## config.mk

```make
export PLATFORM = sky130hd
export DESIGN_NAME = pkey_gate
export DESIGN_NICKNAME = d
export VERILOG_FILES = /design/src/rtl/pkey_pkg.sv /design/src/rtl/pkey_perm_reg.sv /design/src/rtl/pkey_lookup.sv /design/src/rtl/pkey_decide.sv /design/src/rtl/pkey_gate.sv
export SDC_FILE = /design/constraint.sdc
export NUM_CORES = 1
export LEC_CHECK = 0
export BUFFER_PORTS_ARGS = -buffer_cell sky130_fd_sc_hd__buf_2
export CORE_MARGIN = 2
export CORE_UTILIZATION = 40
export DETAILED_ROUTE_END_ITERATION = 16
export PLACE_DENSITY = 0.66
export SYNTH_ARGS = -nofsm -noshare
export SYNTH_HDL_FRONTEND = slang
export SYNTH_SLANG_ARGS = --single-unit
```

## constraint.sdc

```tcl
create_clock -name clk -period 1.9 [get_ports clk]
set_clock_uncertainty 0.05 [all_clocks]
set_input_delay 0.19 -clock clk [delete_from_list [all_inputs] [get_ports clk]]
set_output_delay 0.19 -clock clk [all_outputs]
set_load 0.03 [all_outputs]
```

## src/rtl/pkey_pkg.sv

```systemverilog
package pkey_pkg;
    localparam int CODE_W     = 4;
    localparam int EC_PRESENT = 0;
    localparam int EC_WRITE   = 1;
    localparam int EC_USER    = 2;
    localparam int EC_KEY     = 3;

    typedef struct packed {
        logic              valid;
        logic              allow;
        logic [CODE_W-1:0] code;
    } verdict_t;
endpackage

```

## src/rtl/pkey_perm_reg.sv

```systemverilog
module pkey_perm_reg #(
    parameter int PERM_W = 32
) (
    input  logic              clk,
    input  logic              rst_n,
    input  logic              wr_en,
    input  logic [PERM_W-1:0] wr_data,
    output logic [PERM_W-1:0] perm
);
    logic [PERM_W-1:0] perm_d, perm_q;

    always_comb begin
        perm_d = perm_q;
        if (wr_en) perm_d = wr_data;
    end

    always_ff @(posedge clk) begin
        if (!rst_n) perm_q <= '0;
        else        perm_q <= perm_d;
    end

    assign perm = perm_q;
endmodule

```

## src/rtl/pkey_lookup.sv

```systemverilog
module pkey_lookup #(
    parameter int NUM_KEYS = 16,
    parameter int KEY_W    = $clog2(NUM_KEYS),
    parameter int PERM_W   = 2 * NUM_KEYS
) (
    input  logic [PERM_W-1:0] perm,
    input  logic [KEY_W-1:0]  key,
    output logic              acc_dis,
    output logic              wr_dis
);
    logic [NUM_KEYS-1:0] ad_vec;
    logic [NUM_KEYS-1:0] wd_vec;

    for (genvar i = 0; i < NUM_KEYS; i++) begin : g_dom
        assign ad_vec[i] = perm[2*i];
        assign wd_vec[i] = perm[2*i+1];
    end

    assign acc_dis = ad_vec[key];
    assign wr_dis  = wd_vec[key];
endmodule

```

## src/rtl/pkey_decide.sv

```systemverilog
module pkey_decide
    import pkey_pkg::*;
(
    input  logic              present,
    input  logic              writable,
    input  logic              page_user,
    input  logic              is_write,
    input  logic              from_user,
    input  logic              acc_dis,
    input  logic              wr_dis,
    output logic              allow,
    output logic [CODE_W-1:0] code
);
    logic legacy_bad;
    logic key_bad;

    always_comb begin
        legacy_bad = (from_user && !page_user) || (is_write && !writable);
        key_bad    = page_user && (acc_dis || (is_write && wr_dis));
        allow      = 1'b0;
        code       = '0;
        if (!present) begin
            code[EC_WRITE] = is_write;
            code[EC_USER]  = from_user;
        end else if (legacy_bad || key_bad) begin
            code[EC_PRESENT] = 1'b1;
            code[EC_WRITE]   = is_write;
            code[EC_USER]    = from_user;
            code[EC_KEY]     = !legacy_bad;
        end else begin
            allow = 1'b1;
        end
    end
endmodule

```

## src/rtl/pkey_gate.sv

```systemverilog
module pkey_gate
    import pkey_pkg::*;
#(
    parameter int NUM_KEYS = 16,
    parameter int KEY_W    = $clog2(NUM_KEYS),
    parameter int PERM_W   = 2 * NUM_KEYS
) (
    input  logic              clk,
    input  logic              rst_n,
    input  logic              perm_wr_en,
    input  logic [PERM_W-1:0] perm_wr_data,
    input  logic              req_valid,
    input  logic [KEY_W-1:0]  req_key,
    input  logic              pg_present,
    input  logic              pg_writable,
    input  logic              pg_user,
    input  logic              acc_write,
    input  logic              acc_user,
    output logic              rsp_valid,
    output logic              rsp_allow,
    output logic [CODE_W-1:0] rsp_code
);
    logic [PERM_W-1:0] perm;
    logic              acc_dis, wr_dis;
    logic              dec_allow;
    logic [CODE_W-1:0] dec_code;
    verdict_t          verdict_d, verdict_q;

    pkey_perm_reg #(.PERM_W(PERM_W)) u_reg (
        .clk     (clk),
        .rst_n   (rst_n),
        .wr_en   (perm_wr_en),
        .wr_data (perm_wr_data),
        .perm    (perm)
    );

    pkey_lookup #(.NUM_KEYS(NUM_KEYS), .KEY_W(KEY_W), .PERM_W(PERM_W)) u_lookup (
        .perm    (perm),
        .key     (req_key),
        .acc_dis (acc_dis),
        .wr_dis  (wr_dis)
    );

    pkey_decide u_decide (
        .present   (pg_present),
        .writable  (pg_writable),
        .page_user (pg_user),
        .is_write  (acc_write),
        .from_user (acc_user),
        .acc_dis   (acc_dis),
        .wr_dis    (wr_dis),
        .allow     (dec_allow),
        .code      (dec_code)
    );

    always_comb begin
        verdict_d = '0;
        if (req_valid) begin
            verdict_d.valid = 1'b1;
            verdict_d.allow = dec_allow;
            verdict_d.code  = dec_code;
        end
    end

    always_ff @(posedge clk) begin
        if (!rst_n) verdict_q <= '0;
        else        verdict_q <= verdict_d;
    end

    assign rsp_valid = verdict_q.valid;
    assign rsp_allow = verdict_q.allow;
    assign rsp_code  = verdict_q.code;
endmodule

```

==> metrics.cfg, run 1 <==
[clock_network]
cts-hold-fix-buffers = 0
post-cts-setup-buffers = 0
clk_path_buf_depth = 2
insertion_delay_ns = 0.28
cts_resized = 0
ctsHtreeMaxLevel = 2
clock_sinks = 38
cts_buffers = 5
cts-root-buf = clkbuf_8
clk_pin_slew_worst_paths_ns = 0.07
cts_tree = built

[sta]
tightest_slew_ns = 0.393
max_slew_margin = 0.738
setup_violations = 0
post-route-min-period_ns = 1.58
fmax_mhz = 632
hold_viol = 0
fin_ws_ns = 0.318
finalMaxSlewViolations = 0
fin_tns_setup_ns = 0
min_period_over_period = 0.833
rsz0062_at_grt = false

[yosys]
synth-main-ff-cell = dfxtp_1
async_flop_share = 0
synth_area_mm2 = 0.00166
seq_area_frac_synth = 0.458
synth_seq_cells = 38
synth.area.top_cells = dfxtp_1 46%, mux2i_1 20%, nor2b_1 12%
synth-edff-count = 0
syn-num-nets = 198
synth_common_cells = 38 x dfxtp_1, 34 x mux2i_1, 32 x nor2b_1, 5 x buf_2, 5 x clkbuf_1
avgSynthCellArea_um2 = 10.9
synthCells = 153
synth_top_family_by_area = multiplexers
yosysTopAreaCell = dfxtp_1
synthAdderAreaFrac = 0
yosys.area_share.simple = 0.167
synth_top_area_frac = 0.458
yosysWarnings = 0
synth_xor_area_frac = 0
synth_mux_area_frac = 0.268
synth_cell_types = 25
synth_most_common_cell = dfxtp_1
synth-compound-area-share = 0.0670

[pwr]
share_seq_of_total_power = 0.536
power_frac_clock = 0.318
p_int_w = 0.00121
powerDensity_mw_per_mm2 = 790
vdd_drop_max_mv = 0.415
p_leak_nw = 0.941
swShare = 0.248
switching_power_w = 0.000400
comb_power_share = 0.146

[placed_design]
numPortBuffers = 50
dp_slack_ns = 0.221
place.gp.congestion = 0.744
dpl.hpwl_um = 2700

[route]
wl_per_cell_um = 14.0
viasPerCell = 5.01
via_count = 1268
post-route-drc-count = 0
dr.pass1.iters = 4
ant_nets = 0
dr.first_iter.drc_count = 49
drt-total-wl_um = 3550

[global_route]
grt_pass1_vias = 1252
antenna_found_initial = 0
overflow = 0
grt_pass1_wl_um = 5640
grt.total_usage = 0.166
grt_max_degree = 30

[setup_path]
critPathCaptureType = register
critPathArrivalTime_ns = 1.70
ff2ff_setup_slack_ns = 0.32
required_ns = 2.01
crit_type = reg2reg
worstPathMaxFanout = 4
crit_path_start_kind = register

[job]
cap_viol_max_count = 0

[min_path]
worstHoldPathType = in2reg

[floorplanning]
io_pins = 51
core_area_mm2 = 0.00400
fp-row-count = 23
dieArea_mm2 = 0.00469
die_h_um = 68.5
initial_utilization = 0.415
fp.dieW_um = 68.5

[final_layout]
nets = 248
layout-drive-gt1-share = 0.335
synthToLayoutAreaGrowth_pct = 22.8
n_antenna_cell = 0
fillers = 383

[status]
status = finished clean

## through the flow
| step | hold WS, ns | area (µm²) | std cells | total power, W | util |
|---|---|---|---|---|---|
| 6_report | 0.0848 | 2040 | 253 | 0.00161 | 0.510 |
| 5_1_grt | 0.0776 | 2040 | 253 | 0.00170 | 0.510 |
| 4_1_cts | 0.0709 | 2040 | 253 | 0.00163 | 0.510 |
| 3_5_place_dp | 0.379 | 1960 | 246 | 0.00112 | 0.490 |
| 3_3_place_gp | 0.370 | 1960 | 246 | 0.00111 | 0.490 |
| 2_1_floorplan | 0.238 | 1660 | 153 | 0.00103 | - |
## cells by family after synthesis
| group | count (synthesis) |
|---|---|
| and+or+nand+nor | 47 |
| muxes | 39 |
| DFF | 38 |
| AOI/OAI and AO/OA | 15 |
| buffers and inverters | 14 |
## critical path, stage by stage, from the launching register on
cell and delay [ns]:
dfxtp_1 0.33, mux2_4 0.25, a211o_1 0.29, a221o_1 0.33, nand3_2 0.12, a31oi_1 0.09
## per-layer routing
layer  wire length (µm)  up-vias  GRT usage
met2               1670       43      0.268
li1                   -      630          -
met4                 24        0     0.0600
met1               1580      593      0.204
met5                  0        -          0
met3                274        2     0.0592
## layout by cell type (no fill, tap or decap), types with 3 or more instances in the layout
cell,instances
nand2_1,4
nor2b_1,32
a211oi_1,3
nand3_1,4
a21oi_1,4
buf_2,50
mux2i_1,34
clkbuf_8,5
buf_4,3
inv_1,3
a31oi_1,3
dfxtp_1,38
mux4_2,4
## power groups by stage
stage | combinational, W | clock, W | sequential (W)
6_report | 0.000236 | 0.000513 | 0.000864
3_3_place_gp | 0.000229 | 0 | 0.000881
4_1_cts | 0.000239 | 0.000529 | 0.000864
5_1_grt | 0.000261 | 0.000570 | 0.000869
3_5_place_dp | 0.000238 | 0 | 0.000882
2_1_floorplan | 0.000147 | 0 | 0.000884
## worst paths after layout
check | startpoint | end | depth (start not counted)
max | u_reg.perm[14] | rsp_code[2] | 5
min | pg_present | rsp_code[1] | 2
max reg2reg | u_reg.perm[14] | rsp_code[2] | 5
min reg2reg | u_reg.perm[21] | u_reg.perm[21] | 2
## layout make-up
type	count	area [µm²]	share of cell area
Multi-Input combinational cell	101	835	0.409
Sequential cell	38	761	0.373
Timing Repair Buffer	54	293	0.143
Clock buffer	5	68.8	0.0337
Tap cell	50	62.6	0.0307
Inverter	3	11.3	0.00552
Clock inverter	2	10.0	0.00490
## state kept, by name, indices dropped and copies added (netlist names)
| register | count |
|---|---|
| u_reg.perm | 32 |
| rsp_allow | 1 |
| rsp_code | 4 |
| rsp_valid | 1 |
Note: power is estimated with default switching activity, not from simulation.
==> inputs of run 2 (changes only) <==
Clock period 1.9 ns to 1.6 ns, I/O delays scaled along.
==> metrics.cfg, run 2 (synthesis results as in run 1) <==
[route]
ant_nets = 0  ; unchanged
post-route-drc-count = 0  ; unchanged
wl_per_cell_um = 13.8  ; -1.6%
drt-total-wl_um = 3520  ; -0.79%
viasPerCell = 4.88  ; -2.6%
via_count = 1245  ; -1.8%
dr.first_iter.drc_count = 69  ; +41%
dr.pass1.iters = 4  ; unchanged

[placed_design]
dpl.hpwl_um = 2700  ; -0.27%
numPortBuffers = 50  ; unchanged
place.gp.congestion = 0.738  ; -0.78%
dp_slack_ns = 0.0278  ; -0.193 ns

[clock_network]
cts_buffers = 5  ; unchanged
clk_path_buf_depth = 2  ; unchanged
cts-hold-fix-buffers = 0  ; unchanged
clk_pin_slew_worst_paths_ns = 0.07  ; about the same
clock_sinks = 38  ; unchanged
insertion_delay_ns = 0.28  ; about the same
cts_tree = built
cts-root-buf = clkbuf_8
ctsHtreeMaxLevel = 2  ; unchanged

[min_path]
min_to = rsp_code[2]
hold_start = acc_user
worstHoldPathType = in2reg
holdPathStages = 3  ; +1

[status]
status = finished clean

[final_layout]
fillers = 389  ; +1.6%
layout_commonest_cell = buf_2
nets = 249  ; +0.40%
largest_register_ffs = 32  ; unchanged
most-common-layout-cells = 50 x buf_2, 37 x dfxtp_1, 34 x mux2i_1
layout-drive-gt1-share = 0.346  ; +0.0114
synthToLayoutAreaGrowth_pct = 25.2
n_antenna_cell = 0  ; unchanged

[sta]
min_period_over_period = 0.974  ; +0.141
hold-worst-slack_ns = 0.0536  ; -0.0312 ns
rsz0062_at_grt = true
tightest_slew_ns = 0.327  ; -0.0661 ns
fmax_mhz = 642  ; +1.6%
setup_violations = 0  ; unchanged
post-route-min-period_ns = 1.56  ; -0.0244 ns
finalMaxSlewViolations = 0  ; unchanged
max_slew_margin = 0.782  ; +0.0441
fin_ws_ns = 0.0421  ; -0.276 ns
hold_viol = 0  ; unchanged

[floorplanning]
fp-row-count = 23  ; unchanged
initial_utilization = 0.415  ; unchanged
io_pins = 51  ; unchanged
die_h_um = 68.5  ; unchanged
core_area_mm2 = 0.00400  ; unchanged
dieArea_mm2 = 0.00469  ; unchanged
fp.dieW_um = 68.5  ; unchanged

[setup_path]
crit_type = reg2reg
r2r-start = u_reg.perm[10]
worstReg2RegEnd = rsp_code[1]
worstPathMaxFanout = 4  ; unchanged
reg2regPathDepth = 5  ; unchanged
ff2ff_setup_slack_ns = 0.04  ; -0.28 ns
required_ns = 1.71  ; -0.30 ns
critPathLaunch = u_reg.perm[10]
crit_path_start_kind = register
critPathArrivalTime_ns = 1.67  ; -0.03 ns
critPathCaptureType = register

[pwr]
p_leak_nw = 0.960  ; +2.0%
vdd_drop_max_mv = 0.639  ; +54%
powerDensity_mw_per_mm2 = 1010  ; +27%

[global_route]
grt.total_usage = 0.172  ; +0.00581
antenna_found_initial = 0  ; unchanged
grt_pass1_vias = 1274  ; +1.8%
grt_max_degree = 33  ; +10%
grt_pass1_wl_um = 5840  ; +3.7%
overflow = 0  ; unchanged

[job]
cap_viol_max_count = 0  ; unchanged

[run 2: cell types whose count changed in the layout (fill, tap and decap cells not counted), sizes merged]
cell	change
buf	+1
bufinv	+1
[run 2: critical path, cell delays in order (launching register included)]
cell and delay, ns:
dfxtp_2 0.33, mux2_4 0.26, a211o_1 0.25, a221o_1 0.35, nand3_2 0.11, a31oi_1 0.08
[run 2: how the worst max path moves through the flow]
stage / end / slack (ns)
floorplan: rsp_code[1] / 0.12
global placement: rsp_code[2] / 0.05
detailed placement: rsp_code[1] / 0.03
CTS: rsp_code[1] / 0.01
global route: rsp_code[2] / -0.0002
finish: rsp_code[1] / 0.04
[run 2: what timing repair did]
| action | CTS | global route |
|---|---|---|
| endpoints found under the setup margin | 0 | 3 |
| setup buffers | 0 | 0 |
| resized for setup | 0 | 1 |
[run 2: cell type report]
type | instances | area (µm²) | area share
clock buffer | 5 | 68.8 | 0.0331
clock inverter | 3 | 40.0 | 0.0193
inverter | 3 | 11.3 | 0.00542
multi-input combinational | 101 | 835 | 0.401
sequential | 38 | 762 | 0.366
tap | 50 | 62.6 | 0.0301
timing repair buffer | 55 | 300 | 0.144
[run 2: through the flow]
stage	util	instance area, µm²	TNS (ns)	cells	total power, W
global route	0.520	2080	-0.000227	255	0.00220
global placement	0.492	1970	0	247	0.00132
detailed placement	0.492	1970	0	247	0.00133
floorplan	-	1660	0	153	0.00122
CTS	0.520	2080	0	255	0.00211
finish	0.520	2080	0	255	0.00209
[run 2: routing by layer]
layer / share of wire / wire, µm / track usage / vias up
met2: 0.47 / 1650 / 0.278 / 37
li1: - / - / - / 637
met4: 0.0082 / 29 / 0.0625 / 0
met5: 0 / 0 / 0 / -
met1: 0.45 / 1570 / 0.210 / 569
met3: 0.076 / 267 / 0.0625 / 2
[run 2: where the power goes]
part	total (W)	switching (W)	internal, W
Clock	0.000780	0.000322	0.000458
Combinational	0.000282	0.000132	0.000150
Sequential	0.00103	0.0000282	0.00100
==> inputs of run 3 (changes only) <==
Settings changed: CELL_PAD_IN_SITES_DETAIL_PLACEMENT from default to 0, CELL_PAD_IN_SITES_GLOBAL_PLACEMENT from default to 2, CORE_UTILIZATION 40 to 31, GPL_TIMING_DRIVEN from default to 0, PLACE_DENSITY 0.66 to 0.79.
==> metrics.cfg, run 3 (synthesis results as in run 1) <==
[status]
status = finished clean

[global_route]
grt_pass1_wl_um = 5530  ; -5.4%
antenna_found_initial = 0  ; unchanged
grt_max_degree = 12  ; -64%
overflow = 0  ; unchanged
grt.total_usage = 0.122  ; -0.0507
grt_pass1_vias = 1170  ; -8.2%

[pwr]
p_leak_nw = 0.951  ; -0.99%
vdd_drop_max_mv = 0.480  ; -25%
powerDensity_mw_per_mm2 = 943  ; -6.1%

[clock_network]
clk_path_buf_depth = 2  ; unchanged
ctsHtreeMaxLevel = 2  ; unchanged
insertion_delay_ns = 0.29  ; about the same
cts-root-buf = clkbuf_8
cts_tree = built
clock_sinks = 38  ; unchanged
clk_pin_slew_worst_paths_ns = 0.07  ; about the same
cts_buffers = 5  ; unchanged

[setup_path]
critPathLaunch = u_reg.perm[10]
ff2ff_setup_slack_ns = 0.07  ; +0.03 ns
required_ns = 1.72  ; about the same
crit_path_start_kind = register
r2r-start = u_reg.perm[10]
worstPathMaxFanout = 4  ; unchanged
critPathArrivalTime_ns = 1.65  ; -0.02 ns
crit_type = reg2reg
critPathCaptureType = register

[final_layout]
n_antenna_cell = 0  ; unchanged
nets = 254  ; +2.0%
synthToLayoutAreaGrowth_pct = 25.8
largest_register_ffs = 32  ; unchanged
fillers = 542  ; +39%
most-common-layout-cells = 53 x buf_2, 36 x dfxtp_1, 34 x mux2i_1
layout-drive-gt1-share = 0.338  ; -0.00825
layout_commonest_cell = buf_2

[route]
dr.pass1.iters = 5  ; +1
wl_per_cell_um = 12.5  ; -9.8%
post-route-drc-count = 0  ; unchanged
ant_nets = 0  ; unchanged
viasPerCell = 4.37  ; -10%
via_count = 1224  ; -1.7%
drt-total-wl_um = 3490  ; -0.97%
dr.first_iter.drc_count = 56  ; -19%

[floorplanning]
dieArea_mm2 = 0.00596  ; +27%
io_pins = 51  ; unchanged
fp.dieW_um = 77.2  ; +13%
die_h_um = 77.2  ; +13%
initial_utilization = 0.323  ; -0.0921
fp-row-count = 26  ; +13%
core_area_mm2 = 0.00514  ; +28%

[sta]
tightest_slew_ns = 0.376  ; +0.0497 ns
fin_tns_setup_ns = 0  ; unchanged
setup_violations = 0  ; unchanged
min_period_over_period = 0.957  ; -0.0165
finalMaxSlewViolations = 0  ; unchanged
max_slew_margin = 0.749  ; -0.0331
rsz0062_at_grt = true
fmax_mhz = 653  ; +1.7%
hold_viol = 0  ; unchanged
post-route-min-period_ns = 1.53  ; -0.0264 ns
fin_ws_ns = 0.0685  ; +0.0264 ns

[placed_design]
dp_slack_ns = -0.0427  ; -0.0705 ns
dpl.hpwl_um = 2650  ; -1.6%
numPortBuffers = 48  ; -4.0%
place.gp.congestion = 0.762  ; +3.3%

[min_path]
worstHoldPathType = in2reg
hold_start = acc_user

[job]
cap_viol_max_count = 0  ; unchanged

run 3: metrics by stage:
stage / cells / total power [W] / utilization / hold WS [ns] / area (µm²)
2_1_floorplan: 153 / 0.00122 / - / 0.208 / 1660
4_1_cts: 279 / 0.00200 / 0.405 / 0.0402 / 2080
6_report: 280 / 0.00197 / 0.407 / 0.0514 / 2090
5_1_grt: 280 / 0.00209 / 0.407 / 0.0636 / 2090
3_3_place_gp: 271 / 0.00133 / 0.387 / 0.355 / 1990
3_5_place_dp: 271 / 0.00133 / 0.387 / 0.351 / 1990
run 3: metal layers:
layer	track usage	share of wire
met4	0.0429	0.013
met5	0	0
met3	0.0576	0.085
met2	0.180	0.43
met1	0.154	0.47
run 3: worst max-delay path, stage by stage, from the launching register on:
cell and delay (ns):
dfxtp_2 0.32, mux2_4 0.26, a211o_1 0.25, a221o_1 0.35
nand3_2 0.10, a31oi_1 0.08
run 3: power breakdown:
part / switching, W / leakage [nW] / internal [W]
Combinational: 0.000131 / 0.588 / 0.000149
Sequential: 0.0000257 / 0.314 / 0.00100
Clock: 0.000319 / 0.0482 / 0.000347
Total: 0.000476 / 0.951 / 0.00150
run 3: cell type report:
type	count	area, µm²	share of cell area
clock buffer	7	86.3	0.0413
sequential	38	763	0.365
inverter	3	11.3	0.00539
multi-input combinational	101	835	0.399
timing repair buffer	49	248	0.118
clock inverter	1	5.00	0.00239
tap	70	87.6	0.0419
buffer	11	55.1	0.0263
run 3: timing repair:
action                     4_1_cts  5_1_grt
setup endpoints to repair        0        3
hold buffers                     0        0
setup buffers                    0        1
resized for setup                0        2
run 3: path summary, 6_finish.rpt:
kind / to / depth (start not counted)
worst max-delay path: rsp_code[1] / 5
worst min-delay path: rsp_code[2] / 3
worst max register to register: rsp_code[1] / 5
worst min register to register: u_reg.perm[10] / 2
